## config.mk

```make
export PLATFORM = sky130hd
export DESIGN_NAME = serial_overlay_video
export DESIGN_NICKNAME = d
export VERILOG_FILES = /design/src/rtl/ovl_pkg.sv /design/src/rtl/ovl_ctrl_reg.sv /design/src/rtl/ovl_ser_engine.sv /design/src/rtl/ovl_pixel_mix.sv /design/src/rtl/serial_overlay_video.sv
export SDC_FILE = /design/constraint.sdc
export NUM_CORES = 1
export LEC_CHECK = 0
export BUFFER_PORTS_ARGS = -buffer_cell sky130_fd_sc_hd__buf_2
export CORE_MARGIN = 2
export CORE_UTILIZATION = 62
export DETAILED_ROUTE_END_ITERATION = 10
export GPL_ROUTABILITY_DRIVEN = 0
export GPL_TIMING_DRIVEN = 0
export HOLD_SLACK_MARGIN = 0.1
export PLACE_DENSITY = 0.84
export SYNTH_ARGS = -nofsm -noshare
export SYNTH_HDL_FRONTEND = slang
export SYNTH_SLANG_ARGS = --single-unit
```

## constraint.sdc

```tcl
create_clock -name clk -period 2.8 [get_ports clk]
set_input_delay 0.56 -clock clk [delete_from_list [all_inputs] [get_ports clk]]
set_output_delay 0.56 -clock clk [all_outputs]
set_load 0.05 [all_outputs]
```

## src/rtl/ovl_pkg.sv

```systemverilog
package ovl_pkg;

  typedef struct packed {
    logic mode;      // bit 3: 0 = 1 bit/pixel, 1 = 2 bits/pixel
    logic cs_n;      // bit 2: memory select, 1 = deselected
    logic src_host;  // bit 1: 1 = host byte writes clock the memory
    logic bank;      // bit 0: RAM/ROM bank select
  } ovl_ctrl_t;

  typedef enum logic [1:0] {
    ENG_IDLE,
    ENG_SHIFT,
    ENG_STREAM
  } eng_state_e;

  localparam logic [7:0] RD_OPCODE  = 8'h03;
  localparam logic [3:0] CTRL_RESET = 4'b0100;

endpackage

```

## src/rtl/ovl_ctrl_reg.sv

```systemverilog
module ovl_ctrl_reg
  import ovl_pkg::*;
(
  input  logic       clk,
  input  logic       rst,
  input  logic       reg_we,
  input  logic [3:0] reg_din,
  input  logic       byte_we,
  output ovl_ctrl_t  ctrl,
  output logic       err
);

  always_ff @(posedge clk) begin
    if (rst) begin
      ctrl <= ovl_ctrl_t'(CTRL_RESET);
      err  <= 1'b0;
    end else if (reg_we) begin
      ctrl <= ovl_ctrl_t'(reg_din);
      err  <= 1'b0;
    end else if (byte_we && !ctrl.src_host) begin
      err <= 1'b1;
    end
  end

  // any control write clears the sticky flag
  p_err_clear_r3: assert property (@(posedge clk) disable iff (rst)
    reg_we |=> !err);

  // a byte write in read mode raises the flag
  p_err_set_r3: assert property (@(posedge clk) disable iff (rst)
    (byte_we && !ctrl.src_host && !reg_we) |=> err);

endmodule

```

## src/rtl/ovl_ser_engine.sv

```systemverilog
module ovl_ser_engine
  import ovl_pkg::*;
#(
  parameter int BITS_PER_LINE = 640,
  parameter int ACTIVE_LINES  = 192,
  parameter int ADDR_W        = 16
)(
  input  logic       clk,
  input  logic       rst,
  input  logic       rd_mode,
  input  logic       frame_start,
  input  logic       hactive,
  input  logic       vactive,
  input  logic       wr_go,
  input  logic [7:0] wr_byte,
  input  logic       miso,
  output logic       sclk,
  output logic       mosi,
  output logic       restart,
  output logic       samp_valid,
  output logic       samp_bit,
  output logic       line_start,
  output logic       stream_idle
);

  localparam int CMD_W  = 8 + ADDR_W;
  localparam int LEFT_W = $clog2(CMD_W + 1);
  localparam int BC_W   = $clog2(BITS_PER_LINE + 1);
  localparam int LC_W   = $clog2(ACTIVE_LINES + 1);

  eng_state_e        state;
  logic [CMD_W-1:0]  sh;
  logic [LEFT_W-1:0] left;
  logic              ph, is_read, sclk_q, mosi_q, restart_q, hq;
  logic [BC_W-1:0]   bitcnt;
  logic [LC_W-1:0]   linecnt;
  logic              line_end_c, win, sample_now, rd_start;

  assign line_start = hactive & ~hq;
  assign line_end_c = ~hactive & hq;
  assign rd_start   = frame_start & rd_mode;
  assign win        = hactive & vactive & (linecnt < LC_W'(ACTIVE_LINES)) &
                      (line_start | (bitcnt < BC_W'(BITS_PER_LINE)));
  assign sample_now = (state == ENG_STREAM) & rd_mode & ~sclk_q & win;
  assign stream_idle = (state != ENG_STREAM) | (~win & ~sclk_q);

  assign sclk    = sclk_q;
  assign mosi    = mosi_q;
  assign restart = restart_q;

  // line and frame budget counters
  always_ff @(posedge clk) begin
    if (rst) begin
      hq      <= 1'b0;
      bitcnt  <= '0;
      linecnt <= '0;
    end else begin
      hq <= hactive;
      if (line_start)
        bitcnt <= sample_now ? BC_W'(1) : '0;
      else if (sample_now)
        bitcnt <= bitcnt + 1'b1;
      if (rd_start)
        linecnt <= '0;
      else if (line_end_c && vactive && (linecnt < LC_W'(ACTIVE_LINES)))
        linecnt <= linecnt + 1'b1;
    end
  end

  // serial state machine
  always_ff @(posedge clk) begin
    if (rst) begin
      state      <= ENG_IDLE;
      sh         <= '0;
      left       <= '0;
      ph         <= 1'b0;
      is_read    <= 1'b0;
      sclk_q     <= 1'b0;
      mosi_q     <= 1'b0;
      restart_q  <= 1'b0;
      samp_valid <= 1'b0;
      samp_bit   <= 1'b0;
    end else begin
      restart_q  <= rd_start;
      samp_valid <= sample_now;
      samp_bit   <= miso;
      if (rd_start) begin
        state   <= ENG_SHIFT;
        sh      <= {RD_OPCODE, {ADDR_W{1'b0}}};
        left    <= LEFT_W'(CMD_W);
        ph      <= 1'b0;
        is_read <= 1'b1;
        sclk_q  <= 1'b0;
      end else begin
        case (state)
          ENG_IDLE: begin
            sclk_q <= 1'b0;
            if (wr_go) begin
              state   <= ENG_SHIFT;
              sh      <= {wr_byte, {ADDR_W{1'b0}}};
              left    <= LEFT_W'(8);
              ph      <= 1'b0;
              is_read <= 1'b0;
            end
          end
          ENG_SHIFT: begin
            if (is_read != rd_mode) begin
              state  <= ENG_IDLE;
              sclk_q <= 1'b0;
            end else if (!ph) begin
              mosi_q <= sh[CMD_W-1];
              sh     <= sh << 1;
              sclk_q <= 1'b0;
              ph     <= 1'b1;
            end else begin
              sclk_q <= 1'b1;
              ph     <= 1'b0;
              left   <= left - 1'b1;
              if (left == LEFT_W'(1))
                state <= is_read ? ENG_STREAM : ENG_IDLE;
            end
          end
          ENG_STREAM: begin
            if (!rd_mode) begin
              state  <= ENG_IDLE;
              sclk_q <= 1'b0;
            end else if (sclk_q) begin
              sclk_q <= 1'b0;
            end else if (win) begin
              sclk_q <= 1'b1;
            end
          end
          default: begin
            state  <= ENG_IDLE;
            sclk_q <= 1'b0;
          end
        endcase
      end
    end
  end

  // data bits are only taken inside the display window
  p_sample_in_window_r5: assert property (@(posedge clk) disable iff (rst)
    samp_valid |-> $past(hactive && vactive));

  // each serial clock high phase lasts exactly one cycle
  p_sclk_half_rate_r5: assert property (@(posedge clk) disable iff (rst)
    $rose(sclk_q) |=> $fell(sclk_q));

  // the per-line budget is never exceeded
  p_line_budget_r6: assert property (@(posedge clk) disable iff (rst)
    bitcnt <= BC_W'(BITS_PER_LINE));

  // output data does not move while the clock is high
  p_mosi_stable_r2: assert property (@(posedge clk) disable iff (rst)
    (state == ENG_SHIFT && sclk_q) |-> $stable(mosi_q));

endmodule

```

## src/rtl/ovl_pixel_mix.sv

```systemverilog
module ovl_pixel_mix #(
  parameter int LUMA_W = 4
)(
  input  logic              clk,
  input  logic              rst,
  input  logic              mode,
  input  logic              samp_valid,
  input  logic              samp_bit,
  input  logic              line_start,
  input  logic              stream_idle,
  input  logic [LUMA_W-1:0] base_luma,
  output logic [LUMA_W-1:0] luma_out
);

  localparam logic [LUMA_W-1:0] LMAX = {LUMA_W{1'b1}};
  localparam logic [LUMA_W-1:0] STEP = LMAX / 3;

  logic              pair, hi;
  logic [LUMA_W-1:0] ovl;

  always_ff @(posedge clk) begin
    if (rst) begin
      pair     <= 1'b0;
      hi       <= 1'b0;
      ovl      <= '0;
      luma_out <= '0;
    end else begin
      luma_out <= (ovl > base_luma) ? ovl : base_luma;
      if (line_start)
        pair <= 1'b0;
      else if (samp_valid)
        pair <= ~pair;
      if (samp_valid) begin
        if (!mode)
          ovl <= samp_bit ? LMAX : '0;
        else if (!pair)
          hi <= samp_bit;
        else
          ovl <= LUMA_W'({hi, samp_bit}) * STEP;
      end else if (stream_idle) begin
        ovl <= '0;
      end
    end
  end

  // output never falls below the incoming luma
  p_max_combine_r9: assert property (@(posedge clk) disable iff (rst)
    !$past(rst) |-> (luma_out >= $past(base_luma)));

endmodule

```

## src/rtl/serial_overlay_video.sv

```systemverilog
module serial_overlay_video
  import ovl_pkg::*;
#(
  parameter int LUMA_W        = 4,
  parameter int BITS_PER_LINE = 640,
  parameter int ACTIVE_LINES  = 192,
  parameter int ADDR_W        = 16
)(
  input  logic              clk,
  input  logic              rst,
  input  logic              reg_we,
  input  logic [3:0]        reg_din,
  input  logic              byte_we,
  input  logic [7:0]        byte_din,
  input  logic              frame_start,
  input  logic              hactive,
  input  logic              vactive,
  input  logic [LUMA_W-1:0] base_luma,
  input  logic              mem_miso,
  output logic              mem_sclk,
  output logic              mem_cs_n,
  output logic              mem_mosi,
  output logic              bank_sel,
  output logic              err,
  output logic [LUMA_W-1:0] luma_out
);

  ovl_ctrl_t ctrl;
  logic      restart, samp_valid, samp_bit, line_start, stream_idle;

  ovl_ctrl_reg u_ctrl (
    .clk     (clk),
    .rst     (rst),
    .reg_we  (reg_we),
    .reg_din (reg_din),
    .byte_we (byte_we),
    .ctrl    (ctrl),
    .err     (err)
  );

  ovl_ser_engine #(
    .BITS_PER_LINE (BITS_PER_LINE),
    .ACTIVE_LINES  (ACTIVE_LINES),
    .ADDR_W        (ADDR_W)
  ) u_eng (
    .clk         (clk),
    .rst         (rst),
    .rd_mode     (~ctrl.src_host),
    .frame_start (frame_start),
    .hactive     (hactive),
    .vactive     (vactive),
    .wr_go       (byte_we & ctrl.src_host & ~reg_we),
    .wr_byte     (byte_din),
    .miso        (mem_miso),
    .sclk        (mem_sclk),
    .mosi        (mem_mosi),
    .restart     (restart),
    .samp_valid  (samp_valid),
    .samp_bit    (samp_bit),
    .line_start  (line_start),
    .stream_idle (stream_idle)
  );

  ovl_pixel_mix #(
    .LUMA_W (LUMA_W)
  ) u_mix (
    .clk         (clk),
    .rst         (rst),
    .mode        (ctrl.mode),
    .samp_valid  (samp_valid),
    .samp_bit    (samp_bit),
    .line_start  (line_start),
    .stream_idle (stream_idle),
    .base_luma   (base_luma),
    .luma_out    (luma_out)
  );

  assign mem_cs_n = ctrl.cs_n | restart;
  assign bank_sel = ctrl.bank;

endmodule

```

Yosys cells after proc, flatten, opt, wreduce, memory -nomap -nowiden:

Index checks and enable logic that the tools add are counted.

* magnitude comparators: 3
* multipliers: 1
* reduce and logical (&&, ||, !) cells: 25
* equality and inequality tests: 20
* shift-type cells: 0
* bitwise operators: 25
* mux-type cells: 39
* divide/modulo/power cells: 0
* $add $sub $neg: 3

Operators with widths (number)
* $mux 24: 3
* $pmux 24 s2: 1
* $reduce_and 4->1: 7
* $mux 4: 6
* $mux 10: 2
* $mux 5: 4
* $mux 18: 1
* $and 1x1->1: 12
* $mux 1: 12
* $mux 2: 6
* $ne 3x1->1 const B: 4
* $add 10x1->10 const B: 1
* $lt 10x10->1 const B: 1
* $not 1->1: 10
* $pmux 5 s2: 1
* $reduce_bool 2->1: 5
* $ne 3x2->1 const B: 3
* $add 8x1->8 const B: 1
* $lt 8x8->1 const B: 1
* $ne 2x2->1 const B: 4
* $ne 4x1->1 const B: 2
* $pmux 2 s3: 1
* $reduce_and 3->1: 2
* $reduce_or 2->1: 3
* other kinds (16): 23

* input port bits: 24
* memories: 0
* flip-flop bits (word level): 72
* bits in writable memories: 0
* logic and storage cells: 141
* memory bits (read-only): 0
* output and inout bits: 9
* bits in latches: 0

Depth between registers and ports, before layout:

* depth after elaboration: 9
* mapped depth: 7
* gate-level depth less buffers: 6

Cells and area by module:

From an unflattened synthesis, not the netlist that was laid out.

* cells, all modules: 299
* area, all modules: 2660.1 um2

Modules (own cells, without submodules)
* ovl_ser_engine: sequential area each 820.8 um2, area each 1989.4 um2, instances 1, cells each 223
* ovl_pixel_mix: sequential area each 160.2 um2, area each 464.2 um2, instances 1, cells each 56
* ovl_ctrl_reg: sequential area each 100.1 um2, area each 187.7 um2, instances 1, cells each 17
* serial_overlay_video: sequential area each 0.0 um2, area each 18.8 um2, instances 1, cells each 3

Worst setup path after synthesis:

No wires, ideal clock.

* kind: flip-flop to flip-flop
* start: register u_ctrl.ctrl[1] (netlist name)
* end: register u_eng.sh[21]
* slack: 0.851 ns
* library setup time: 0.086 ns
* arrival time: 1.864 ns
* data required time: 2.714 ns
* clock period less this slack: 1.949 ns
* buffers on the path: 1
* stages on the path, launching flop included: 8
* cell sequence: dfxtp_1 > inv_1 > ha_1 > or3b_1 > a22oi_2 > buf_4 > nor2_1 > a211oi_1

* cells in the longest elaborated chain, start to end: 4
* elaborated cells between the ends (all ways): 9
* classes of those cells: eq/ne (3); bitwise (4); reduce/logical (2)

RTL lines
* $and 1x1->1 or $not 1->1 (tied branches): line serial_overlay_video.sv:52, serial_overlay_video.sv:48
* $and 1x1->1 or $ne 1x1->1 (tied branches): line serial_overlay_video.sv:52, ovl_ser_engine.sv:107
* $ne 2x1->1 (no source line) or $ne 2x2->1 (tied branches)
* $reduce_and 4->1 (no source line)
* to (signal assigned): line ovl_ser_engine.sv:89 `sh <= {RD_OPCODE, {ADDR_W{1'b0}}};`
* to (signal assigned): line ovl_ser_engine.sv:100 `sh <= {wr_byte, {ADDR_W{1'b0}}};`
* to (signal assigned): line ovl_ser_engine.sv:112 `sh <= sh << 1;`
* to (decl): line ovl_ser_engine.sv:32 `logic [CMD_W-1:0] sh;`

Parallel ways exist; a longest one is shown, timed or not.
A chain may end at the register's enable or synchronous reset.

Final worst setup path:

* start: register u_ctrl.ctrl[1] (netlist name)
* end: register u_eng.sh[21]

* cells in the longest elaborated chain, start to end: 4
* elaborated cells between the ends (all ways): 9
* classes of those cells: eq/ne (3); bitwise (4); reduce/logical (2)

RTL lines (line)
* $and 1x1->1 or $not 1->1 (tied branches): serial_overlay_video.sv:52, serial_overlay_video.sv:48
* $and 1x1->1 or $ne 1x1->1 (tied branches): serial_overlay_video.sv:52, ovl_ser_engine.sv:107
* $ne 2x1->1 (no source line) or $ne 2x2->1 (tied branches)
* $reduce_and 4->1 (no source line)

Parallel ways exist; a longest one is shown, timed or not.

==> results.txt <==
- The worst hold path belongs to the class in2reg.
* DR iter-0 viols: roughly 160
- Total number of yosys warnings: 0
* Worst skew pair latency: between 0.3 and 0.4 ns
* Vias in the first global route: around 2300
- Post-CTS clock slew at the launch and capture registers of the worst setup and hold paths: 0.09 ns
- In this run the core area contains 24 standard-cell rows.
- Net count after synthesis: around 350
- Detailed placement ended at an HPWL of 4.14 mm.
- The number of antenna violations at the first check in global routing came to 0.
- For this block, the routed nets add up to ~5.6 mm of wire.
- Area fraction in and, or, nand and nor cells after synthesis: between 20% and 30%
- Worst path arrival time: between 2 and 3 ns
* Area fraction in compound gates after synthesis: ~16%
- Starting utilization of the core area: a little over three fifths
* Async set-or-reset flop fraction in the synthesized netlist: 0%
* Sequential element share of the synthesized area: 39.8%
* Vias per std cell: slightly below 6
- Entering global routing, the biggest net connects 16 pins.
- Die Area: approximately 4900 sq um
* Xor-xnor portion of the synthesized cell area: between 3 and 4%
* Worst ir drop on vdd: 0.315 mV
- Post-detailed-route DRC marker count: 0
* Leak pwr: ~1.2 nW
* Largest clock skew in the final design: approximately 0.0045 ns
- Setup repair after global routing left no endpoint under its margin.
* Final net count: 385
* Library cell used as clock root buffer: clkbuf_8
* Mux contribution to synthesized area: between 5 and 6%
* Cell area after technology mapping: 2710 sq um
* Die width: roughly 70 microns
- 1st-pass router iterations: 4
* Synth Register Bits: 54
* Count of different cell masters after synthesis: between 50 and 60
- Overall routing resource usage: roughly a quarter
- Post-synthesis adder-cell area fraction: roughly 5.5%
- Timing would allow up to 0.439 GHz.
- Number of buffers inserted by port buffering: 30
* Largest family of logic cells by synthesized area: simple AND/OR/NAND/NOR gates
* Number of hold-slack violations in the final timing report: 0
* CTS tree: yes
- Period utilisation layout: 81.3%
* Final antenna-violating net count: 0
* Syn Inst Count: 312
- Core footprint: about 4300 sq um
- In this run the power density over the cells is between 400 and 500 nW/um^2.
- Final critical delay including setup and external delays: approximately 2.3 ns
- 0 antenna diodes ended up in the layout.
* Max-cap violations: 0
- Of all nets on the critical path, the largest fanout is 10.
- Yosys mapped a number of flops with a built-in enable equal to 0.
- Number of failing setup endpoints in the final timing report: 0
* Mean cell area of the mapped netlist: approximately 8.7 sq um
- STA classifies the critical path startpoint as a flop.
- Fraction of layout cells with a size suffix above 1: between 10% and 20%
* DR vias: around 2300
- The first global-routing pass estimated between 9 and 10 mm of wire.
- Required time at the endpoint of the critical path: ~3.0 ns
* Total congestion overflow after global routing: 0
* Resized cells post-CTS: 0
* Number of clock buffers inserted by TritonCTS: 5
- The clock tree synthesis step divided the H-tree into 2 levels.
* Setup TNS: 0 ns
- The worst setup path is of the reg2reg kind.
- Relative to the synthesized area, the layout overhead comes to 11.3%.
- Number of I/O pins: 33
- Measured along the y axis, the die boundary spans roughly 70 microns.
- Headroom to the max-slew limit came out at a little under 60%.
* Outcome: completed
- For the pin with the worst max-slew slack, the measured transition is ~0.63 ns.
- Most instantiated flip-flop cell in the synthesis netlist: dfxtp_1
* Deepest clock path buffer count: 2
- After detailed routing, the average wire length per cell comes to ~14 microns.
* Number of max-slew violations in the final report: 0
* Post-CTS Hold Buffers: 0
- In this run the post-CTS setup repair buffer count came out at 0.
- At the placement stage, the worst setup path has a slack of 0.531 ns.
- Setup WS post-layout: between 0.5 and 0.6 ns
* Clk sink count: between 50 and 60
- STA classifies the critical path endpoint as a flop.
-- metal layers --
| layer | vias to the layer above | global-route usage, % | wire, microns |
|---|---|---|---|
| li1 | 1187 | - | - |
| met1 | 1079 | 30.7 | 2620 |
| met2 | 52 | 40.3 | 2730 |
| met3 | 5 | 5.77 | 233 |
| met4 | 0 | 8.55 | 50 |
| met5 | - | 0 | 0 |
-- cell usage after synthesis (2+ instances only) --
| library cell | number | area share, % |
|---|---|---|
| o31a_1 | 2 | 0.65 |
| a31o_2 | 2 | 0.65 |
| a21oi_1 | 17 | 3.1 |
| nor2b_1 | 6 | 1.4 |
| inv_1 | 14 | 1.9 |
| nand3_1 | 17 | 3.1 |
| and2_1 | 2 | 0.46 |
| or2_2 | 2 | 0.46 |
| nor4_1 | 3 | 0.69 |
| mux2i_1 | 15 | 5.5 |
| nand4_1 | 4 | 0.92 |
| clkbuf_1 | 7 | 0.97 |
| and4_1 | 2 | 0.65 |
| a311oi_1 | 2 | 0.65 |
| o31ai_1 | 3 | 0.83 |
| o211ai_1 | 4 | 1.1 |
| a21o_1 | 2 | 0.55 |
| or4_1 | 3 | 0.83 |
| nand2_1 | 24 | 3.3 |
| buf_4 | 2 | 0.55 |
| ha_1 | 12 | 5.5 |
| nor2_1 | 33 | 4.6 |
| a31oi_1 | 6 | 1.4 |
| or3_1 | 9 | 2.1 |
| xor2_1 | 2 | 0.65 |
| a211oi_1 | 8 | 2.2 |
| nor3_1 | 10 | 1.8 |
| nand2b_1 | 6 | 1.4 |
| nor3b_1 | 2 | 0.55 |
| nand3b_1 | 2 | 0.55 |
| xnor2_1 | 8 | 2.6 |
| o21ai_0 | 8 | 1.5 |
| dfxtp_1 | 54 | 40 |
| buf_6 | 2 | 0.83 |
-- registers in the layout (all words and copies together) (netlist names), 2 cells and up --
| register | cells |
|---|---|
| u_ctrl.ctrl | 4 |
| u_eng.bitcnt | 10 |
| u_eng.left | 5 |
| u_eng.linecnt | 8 |
| u_eng.sh | 8 |
| u_eng.state | 2 |
| u_mix.luma_out | 4 |
| u_mix.ovl | 2 |
-- cell families after synthesis --
kind of cell	count (synthesis)
adder cells (fa/ha/maj)	12
multiplexers	15
AO/OA/AOI/OAI	63
buffers and inverters	28
AND/OR/NAND/NOR	130
XOR/XNOR	10
flip-flops	54
-- final timing paths --
path / start / end / slack [ns] / cells past startpoint
worst max-delay path: u_ctrl.ctrl[1] / u_eng.sh[21] / 0.52 / 7
worst min-delay path: reg_we / u_ctrl.err / 0.45 / 2
worst max register to register: u_ctrl.ctrl[1] / u_eng.sh[21] / 0.52 / 7
worst min register to register: u_eng.bitcnt[9] / u_eng.bitcnt[9] / 0.45 / 2
-- critical path, stage by stage, from the launching register on --
cell	delay (ns)
dfxtp_1	0.50
inv_1	0.13
ha_1	0.33
or3b_1	0.40
a22oi_2	0.33
buf_4	0.24
nor2_1	0.05
a211oi_1	0.21
-- power breakdown --
group	switching (mW)	total, mW	internal (mW)	leakage (nW)
Clock	0.248	0.448	0.200	0.0482
Combinational	0.133	0.221	0.0877	0.680
Sequential	0.0168	0.811	0.794	0.440
-- metrics by stage --
stage | utilization (%) | total power [mW] | area (sq um) | hold slack, ns | cells
finish | 70.3 | 1.48 | 3020 | 0.449 | 402
global route | 70.3 | 1.54 | 3020 | 0.449 | 402
CTS | 70.3 | 1.49 | 3020 | 0.444 | 402
detailed placement | 68.2 | 1.05 | 2930 | 0.441 | 394
global placement | 68.2 | 1.04 | 2930 | 0.436 | 394
floorplan | - | 0.988 | 2710 | 0.426 | 312
-- cell type report --
| cell class | count | area (sq um) |
|---|---|---|
| buffer | 13 | 72.6 |
| clock buffer | 7 | 86.3 |
| clock inverter | 1 | 5.00 |
| multi-input combinational | 230 | 1500 |
| inverter | 15 | 56.3 |
| timing repair buffer | 30 | 150 |
| tap | 52 | 65.1 |
| sequential | 54 | 1080 |
| fill | 357 | 1270 |
-- layout by cell type, fill, tap and decap left out, types with 2 or more instances in the layout --
master / instances
a211oi_1: 8
a21o_1: 2
a21oi_1: 17
a311oi_1: 2
a31o_2: 2
a31oi_1: 6
and2_1: 2
and4_1: 2
buf_2: 31
buf_4: 2
buf_6: 2
clkbuf_1: 8
clkbuf_8: 6
dfxtp_1: 54
ha_1: 12
inv_1: 14
mux2i_1: 15
nand2_1: 24
nand2b_1: 6
nand3_1: 17
nand3b_1: 2
nand4_1: 4
nor2_1: 33
nor2b_1: 6
nor3_1: 10
nor3b_1: 2
nor4_1: 3
o211ai_1: 4
o21ai_0: 8
o31a_1: 2
o31ai_1: 3
or2_2: 2
or3_1: 9
or4_1: 3
xnor2_1: 8
xor2_1: 2
(Power assumes the default switching activity.)
